File: config.mk
export PLATFORM = sky130hd
export DESIGN_NAME = rh_port_status
export DESIGN_NICKNAME = d
export VERILOG_FILES = /design/src/rtl/rh_port_pkg.sv /design/src/rtl/rh_link_track.sv /design/src/rtl/rh_cmd_hold.sv /design/src/rtl/rh_reset_seq.sv /design/src/rtl/rh_port_status.sv
export SDC_FILE = /design/constraint.sdc
export NUM_CORES = 1
export LEC_CHECK = 0
export ABC_AREA = 1
export CORE_MARGIN = 2
export CORE_UTILIZATION = 49
export CTS_CLUSTER_DIAMETER = 50
export CTS_CLUSTER_SIZE = 28
export DETAILED_ROUTE_END_ITERATION = 10
export HOLD_SLACK_MARGIN = 0.1
export PLACE_DENSITY = 0.95
export SYNTH_ARGS = -nofsm -noshare
export SYNTH_HDL_FRONTEND = slang
export SYNTH_SLANG_ARGS = --single-unit
File: constraint.sdc
create_clock -name clk -period 3.9 [get_ports clk]
set_input_delay 0.78 -clock clk [delete_from_list [all_inputs] [get_ports clk]]
set_output_delay 0.78 -clock clk [all_outputs]
set_load 0.01 [all_outputs]
File: src/rtl/rh_port_pkg.sv
package rh_port_pkg;

    localparam int unsigned REG_W      = 32;
    // Read/write bit positions decoded by software.
    localparam int unsigned BIT_CONN   = 0;   // read attached / write clear enable
    localparam int unsigned BIT_ENA    = 1;   // read enable / write set enable
    localparam int unsigned BIT_SUSP   = 2;   // read suspend / write set suspend
    localparam int unsigned BIT_WAKE   = 3;   // write clear suspend
    localparam int unsigned BIT_RST    = 4;   // read reset active / write start reset
    localparam int unsigned BIT_PWR    = 8;   // read power / write set power
    localparam int unsigned BIT_LS     = 9;   // read low speed / write clear power
    localparam int unsigned BIT_CSC    = 16;  // connect change flag
    localparam int unsigned BIT_PRSC   = 20;  // reset complete flag

    typedef struct packed {
        logic clr_ena;
        logic set_ena;
        logic set_susp;
        logic clr_susp;
        logic set_rst;
        logic set_pwr;
        logic clr_pwr;
        logic clr_csc;
        logic clr_prsc;
    } port_cmd_t;

    localparam int unsigned CMD_W = $bits(port_cmd_t);

    typedef enum logic [0:0] {LINK_DETACHED, LINK_ATTACHED} link_state_e;
    typedef enum logic [0:0] {CMD_IDLE, CMD_HOLD} cmd_state_e;
    typedef enum logic [1:0] {RST_OFF, RST_DRIVE, RST_DONE} rst_state_e;

    function automatic port_cmd_t decode_cmd(input logic [REG_W-1:0] w);
        port_cmd_t c;
        c.clr_ena  = w[BIT_CONN];
        c.set_ena  = w[BIT_ENA];
        c.set_susp = w[BIT_SUSP];
        c.clr_susp = w[BIT_WAKE];
        c.set_rst  = w[BIT_RST];
        c.set_pwr  = w[BIT_PWR];
        c.clr_pwr  = w[BIT_LS];
        c.clr_csc  = w[BIT_CSC];
        c.clr_prsc = w[BIT_PRSC];
        return c;
    endfunction

endpackage

File: src/rtl/rh_link_track.sv
module rh_link_track
    import rh_port_pkg::*;
#(
    parameter bit FIXED_DEVICE = 1'b0
) (
    input  logic clk,
    input  logic rst_n,
    input  logic line_connect,
    input  logic line_low_speed,
    output logic attached,
    output logic low_speed,
    output logic link_event,
    output logic link_fall
);

    link_state_e state_q, state_d;
    logic        ls_q;

    always_comb begin
        if (FIXED_DEVICE) begin
            state_d = LINK_ATTACHED;
        end else begin
            unique case (state_q)
                LINK_DETACHED: state_d = line_connect ? LINK_ATTACHED : LINK_DETACHED;
                LINK_ATTACHED: state_d = line_connect ? LINK_ATTACHED : LINK_DETACHED;
                default:       state_d = LINK_DETACHED;
            endcase
        end
    end

    always_ff @(posedge clk or negedge rst_n) begin
        if (!rst_n) begin
            state_q <= LINK_DETACHED;
            ls_q    <= 1'b0;
        end else begin
            state_q <= state_d;
            ls_q    <= line_low_speed;
        end
    end

    always_comb begin
        attached   = FIXED_DEVICE ? 1'b1 : (state_q == LINK_ATTACHED);
        low_speed  = attached & ls_q;
        link_event = (state_d != state_q);
        link_fall  = (state_q == LINK_ATTACHED) && (state_d == LINK_DETACHED);
    end

endmodule

File: src/rtl/rh_cmd_hold.sv
module rh_cmd_hold
    import rh_port_pkg::*;
#(
    parameter int unsigned WIDTH = CMD_W
) (
    input  logic             clk,
    input  logic             rst_n,
    input  logic             wr_en,
    input  logic [WIDTH-1:0] wr_cmd,
    input  logic             busy,
    output logic             cmd_valid,
    output logic [WIDTH-1:0] cmd_bits
);

    cmd_state_e       state_q, state_d;
    logic [WIDTH-1:0] held_q;
    logic [WIDTH-1:0] merged;

    always_comb begin
        merged = ((state_q == CMD_HOLD) ? held_q : '0) | (wr_en ? wr_cmd : '0);
        unique case (state_q)
            CMD_IDLE: state_d = (wr_en && busy) ? CMD_HOLD : CMD_IDLE;
            CMD_HOLD: state_d = busy ? CMD_HOLD : CMD_IDLE;
            default:  state_d = CMD_IDLE;
        endcase
    end

    always_ff @(posedge clk or negedge rst_n) begin
        if (!rst_n) begin
            state_q <= CMD_IDLE;
            held_q  <= '0;
        end else begin
            state_q <= state_d;
            held_q  <= busy ? merged : '0;
        end
    end

    always_comb begin
        cmd_valid = !busy && ((state_q == CMD_HOLD) || wr_en);
        cmd_bits  = merged;
    end

endmodule

File: src/rtl/rh_reset_seq.sv
module rh_reset_seq
    import rh_port_pkg::*;
#(
    parameter int unsigned RESET_TICKS = 120000
) (
    input  logic clk,
    input  logic rst_n,
    input  logic start,
    input  logic abort,
    input  logic tick,
    output logic drive,
    output logic active,
    output logic done
);

    localparam int unsigned CNT_W = $clog2(RESET_TICKS + 1);
    localparam logic [CNT_W-1:0] LAST = CNT_W'(RESET_TICKS - 1);

    rst_state_e       state_q, state_d;
    logic [CNT_W-1:0] cnt_q;

    always_comb begin
        unique case (state_q)
            RST_OFF:   state_d = (start && !abort) ? RST_DRIVE : RST_OFF;
            RST_DRIVE: begin
                if (abort)                     state_d = RST_OFF;
                else if (tick && cnt_q == LAST) state_d = RST_DONE;
                else                           state_d = RST_DRIVE;
            end
            RST_DONE:  state_d = RST_OFF;
            default:   state_d = RST_OFF;
        endcase
    end

    always_ff @(posedge clk or negedge rst_n) begin
        if (!rst_n) state_q <= RST_OFF;
        else        state_q <= state_d;
    end

    always_ff @(posedge clk or negedge rst_n) begin
        if (!rst_n)                   cnt_q <= '0;
        else if (state_q != RST_DRIVE) cnt_q <= '0;
        else if (tick)                cnt_q <= cnt_q + CNT_W'(1);
    end

    always_comb begin
        drive  = (state_q == RST_DRIVE);
        active = (state_q != RST_OFF);
        done   = (state_q == RST_DONE) && !abort;
    end

endmodule

File: src/rtl/rh_port_status.sv
module rh_port_status
    import rh_port_pkg::*;
#(
    parameter int unsigned RESET_TICKS  = 120000,
    parameter bit          FIXED_DEVICE = 1'b0
) (
    input  logic             clk,
    input  logic             rst_n,
    input  logic             wr_en,
    input  logic [REG_W-1:0] wr_data,
    output logic [REG_W-1:0] rd_data,
    input  logic             line_connect,
    input  logic             line_low_speed,
    input  logic             xfer_busy,
    input  logic             bit_tick,
    output logic             port_reset_drive,
    output logic             port_power,
    output logic             change_pulse
);

    logic             attached, low_speed, link_event, link_fall;
    logic             cmd_valid;
    logic [CMD_W-1:0] cmd_bits;
    port_cmd_t        wr_cmd, cmd;
    logic             rst_start, rst_active, rst_done, refused;

    logic ena_q, ena_d, susp_q, susp_d, pwr_q, pwr_d;
    logic csc_q, csc_d, prsc_q, prsc_d, pulse_d;

    assign wr_cmd = decode_cmd(wr_data);

    rh_link_track #(.FIXED_DEVICE(FIXED_DEVICE)) link_i (
        .clk            (clk),
        .rst_n          (rst_n),
        .line_connect   (line_connect),
        .line_low_speed (line_low_speed),
        .attached       (attached),
        .low_speed      (low_speed),
        .link_event     (link_event),
        .link_fall      (link_fall)
    );

    rh_cmd_hold #(.WIDTH(CMD_W)) hold_i (
        .clk       (clk),
        .rst_n     (rst_n),
        .wr_en     (wr_en),
        .wr_cmd    (wr_cmd),
        .busy      (xfer_busy),
        .cmd_valid (cmd_valid),
        .cmd_bits  (cmd_bits)
    );

    always_comb begin
        cmd       = cmd_valid ? port_cmd_t'(cmd_bits) : '0;
        rst_start = cmd.set_rst && attached;
        refused   = (cmd.set_rst || cmd.set_ena || cmd.set_susp) && !attached;
    end

    rh_reset_seq #(.RESET_TICKS(RESET_TICKS)) rseq_i (
        .clk    (clk),
        .rst_n  (rst_n),
        .start  (rst_start),
        .abort  (link_fall),
        .tick   (bit_tick),
        .drive  (port_reset_drive),
        .active (rst_active),
        .done   (rst_done)
    );

    // Next-state of status bits: later statements take priority.
    always_comb begin
        ena_d = ena_q;
        if (cmd.set_ena && attached) ena_d = 1'b1;
        if (rst_done)                ena_d = 1'b1;
        if (cmd.clr_ena)             ena_d = 1'b0;
        if (link_fall)               ena_d = 1'b0;

        susp_d = susp_q;
        if (cmd.set_susp && attached)          susp_d = 1'b1;
        if (cmd.clr_susp || rst_done || link_fall) susp_d = 1'b0;

        pwr_d = pwr_q;
        if (cmd.set_pwr) pwr_d = 1'b1;
        if (cmd.clr_pwr) pwr_d = 1'b0;

        csc_d = csc_q;
        if (cmd.clr_csc)          csc_d = 1'b0;
        if (link_event || refused) csc_d = 1'b1;

        prsc_d = prsc_q;
        if (cmd.clr_prsc) prsc_d = 1'b0;
        if (rst_done)     prsc_d = 1'b1;

        pulse_d = (csc_d && !csc_q) || (prsc_d && !prsc_q);
    end

    always_ff @(posedge clk or negedge rst_n) begin
        if (!rst_n) begin
            ena_q        <= 1'b0;
            susp_q       <= 1'b0;
            pwr_q        <= 1'b0;
            csc_q        <= 1'b0;
            prsc_q       <= 1'b0;
            change_pulse <= 1'b0;
        end else begin
            ena_q        <= ena_d;
            susp_q       <= susp_d;
            pwr_q        <= pwr_d;
            csc_q        <= csc_d;
            prsc_q       <= prsc_d;
            change_pulse <= pulse_d;
        end
    end

    always_comb begin
        rd_data           = '0;
        rd_data[BIT_CONN] = attached;
        rd_data[BIT_ENA]  = ena_q;
        rd_data[BIT_SUSP] = susp_q;
        rd_data[BIT_RST]  = rst_active;
        rd_data[BIT_PWR]  = pwr_q;
        rd_data[BIT_LS]   = low_speed;
        rd_data[BIT_CSC]  = csc_q;
        rd_data[BIT_PRSC] = prsc_q;
        port_power        = pwr_q;
    end

endmodule

==> summary.md <==
| Metric | Value |
|---|---|
| Synth unique cells | `24` |
| Sum of routed wire length over all layers | `between 3000 and 4000 microns` |
| First-pass GRT wire length | `~6500 microns` |
| Area of the mapped netlist | `2110 sq um` |
| Area overhead of the layout relative to synthesis | `13.0%` |
| Critical R2R Launch | `rseq_i.cnt_q[0]` |
| Number of antenna-violating nets in the routed design | `0` |
| Number of buffers inserted by port buffering | `26` |
| Count of clock tree sinks | `37` |
| 1st-iter DRT viols | `just under 90` |
| Setup repair after global routing missed its margin | `false` |
| Worst Setup Start Kind | `flip-flop` |
| Fraction of final layout cells with drive strength greater than 1 | `about 8.5%` |
| Hold Startpoint | `ena_q` |
| Post-synthesis sequential area ratio | `a little over two fifths` |
| Buffer levels on the longest clock path | `2` |
| Vias in the first global route | `~1600` |
| Util after Layout | `approximately three fifths` |
| Clock latency reported for the late side of the worst-skew pair | `300 ps` |
| Per-cell via count in the routed design | `roughly 4.8` |
| Master cell of the clock root buffer | `clkbuf_8` |
| Total of hold buffers inserted after clock tree synthesis | `0` |
| Critical path class | `reg2out` |
| Data required time at the worst endpoint | `3120 ps` |
| DR vias | `1638` |
| Type of the worst min-delay path | `reg2reg` |
| Final cycle utilization of the critical path | `60.4%` |
| TritonCTS clock tree | `done` |
| Count of final setup violators | `0` |
| Number of pins exceeding their max-slew limit in the final report | `0` |
| Remaining routing DRC violations | `0` |
| Yosys warns | `0` |
| Post-detailed-placement half-perimeter wirelength | `2820 microns` |
| Die footprint | `4840 sq um` |
| Clock transition at the registers of the reported paths | `70 ps` |
| Tmin final | `around 2400 ps` |
| Aggregate global-route resource usage | `between 15 and 20%` |
| Non-Filler Instances | `343` |
| Worst slack, placed | `1620 ps` |
| Maximum frequency from static timing analysis | `between 0.4 and 0.5 GHz` |
| Clock buffers created by TritonCTS | `5` |
| Biggest area consumer among synthesized cells | `dfrtp_1` |
| Area share of the largest cell type after synthesis | `between 40% and 50%` |
| # nets final | `roughly 330` |
| Cells taking the most area after synthesis | `dfrtp_1 (44%), buf_4 (13%), nand2_1 (11%)` |
| Die boundary height | `approximately 70 microns` |
| Post-synthesis register bit count | `37` |
| Chip width | `roughly 70 microns` |
| Placer Congestion | `about 0.86` |
| Total of cells resized after clock tree synthesis | `0` |
| Setup Fix Bufs, Post-CTS | `0` |
| Delay of the slowest critical-path stage | `560 ps` |
| Slack of the critical path | `1540 ps` |
| Starting Density | `about half` |
| Cell with the largest stage delay on the worst path | `clkdlybuf4s50_1` |
| Maximum number of pins on one net before global-route repair | `38` |
| Peak ir drop on the vdd network | `0.298 mV` |
| Origin of the worst setup path | `rseq_i.state_q[1]` |
| Inst Count DP | `about 340` |
| Router iterations before antenna repair | `4` |
| Max-cap violation count | `0` |
| Core Box Area | `~4100 sq um` |
| Endpoint kind of the worst setup timing path | `primary output` |
| Arrival time worst endpoint | `1580 ps` |
| Depth of the CTS H-tree | `2` |
| Remaining global-route overflow | `0` |
| Result of the run | `finished, final reports clean` |
| Leakage power | `between 0.001 and 0.0015 uW` |
| Number of fillers in the final layout | `~370` |
| Mean cell area of the mapped netlist | `7.80 sq um` |
| Most common cell after layout, fill and taps aside | `nand2_1` |
| Post-Syn Instances | `between 200 and 300` |
| IO Count | `74` |
| Worst path cell trace | `nor2_1, buf_4, clkdlybuf4s50_1` |
| Num rows | `23` |
| Average detailed-routed wire length per instance | `about 11 microns` |
| Areal power density over the cells | `around 370 nW/um^2` |
| Initial antenna violation count | `0` |
| Worst Hold Margin | `a little under 500 ps` |
| Biggest fanout along the worst timing path | `16` |
| Antenna cells | `0` |
| Count of endpoints failing hold in the final timing report | `0` |
| Total negative slack | `0 ps` |
| Clock Skews | `around 3 ps` |
| Highest-count cells in the layout ignoring fill and taps | `nand2_1 (64), dfrtp_1 (37), inv_1 (36)` |
cells by family (layout without fill, tap and decap cells):
group	Yosys count	after routing	share of synthesized area, %
and+or+nand+nor	126	126	27.0
buffers and inverters	73	73	19.4
DFF	37	37	44.0
AOI/OAI and AO/OA	31	31	8.26
adders and majority gates	2	2	1.19
other	1	24	0.178
metal layers:
metal	global-route usage [%]	wire (microns)	up-vias
li1	-	-	824
met1	19.0	1600	763
met2	29.8	1920	44
met3	4.07	207	7
met4	7.19	72	0
met5	0	0	-
area by class of cell:
| class | count | area, sq um | share of cell area [%] |
|---|---|---|---|
| clock inverter | 2 | 37.5 | 1.58 |
| multi-input combinational | 183 | 857 | 36.0 |
| sequential | 37 | 926 | 38.9 |
| clock buffer | 6 | 82.6 | 3.47 |
| tap | 50 | 62.6 | 2.63 |
| inverter | 37 | 139 | 5.84 |
| timing repair buffer | 28 | 275 | 11.6 |
final timing paths:
| check | to | slack, ps | depth (start not counted) |
|---|---|---|---|
| min in group asynchronous | hold_i.held_q[2] | 900 | 2 |
| worst max register to register | rseq_i.cnt_q[16] | 2500 | 8 |
| worst min-delay path | ena_q | 500 | 1 |
| worst min register to register | ena_q | 500 | 1 |
| worst max-delay path | port_reset_drive | 1540 | 3 |
| max in group asynchronous | rseq_i.cnt_q[16] | 2680 | 2 |
cells in the mapped netlist (all sizes together):
cell type / n
nand2: 68
ha: 2
o21a: 1
buf: 36
clkinv: 1
o21bai: 1
nand3: 12
or2: 1
conb: 1
o22ai: 3
inv: 36
nor3: 9
a21boi: 1
nand3b: 1
a22o: 2
dfrtp: 37
nor2: 33
o21ai: 5
a21oi: 18
nand4: 2
flip-flops by register name, summed over array words and instances, names as in the netlist:
register         count
rseq_i.state_q       2
change_pulse         1
link_i.attached      1
hold_i.held_q        9
port_power           1
prsc_q               1
ena_q                1
hold_i.state_q       1
csc_q                1
susp_q               1
link_i.ls_q          1
rseq_i.cnt_q        17
power breakdown:
group / total (uW) / switching [uW] / internal, uW
clock: 349 / 141 / 208
combinational: 115 / 64.9 / 50.1
sequential: 405 / 8.79 / 397
total: 869 / 215 / 654
worst max-delay path: cells and delay by family (launching register included):
kind | cells | cell delay [ps]
buf+inv | 2 | 770
flops | 1 | 390
simple gates | 1 | 110
per-stage QoR:
stage          total power, uW  area (sq um)
2_1_floorplan              500          2190
3_3_place_gp               524          2260
3_5_place_dp               528          2260
4_1_cts                    879          2380
5_1_grt                    904          2380
6_report                   869          2380
No activity file was read; power rests on OpenSTA's default activity.
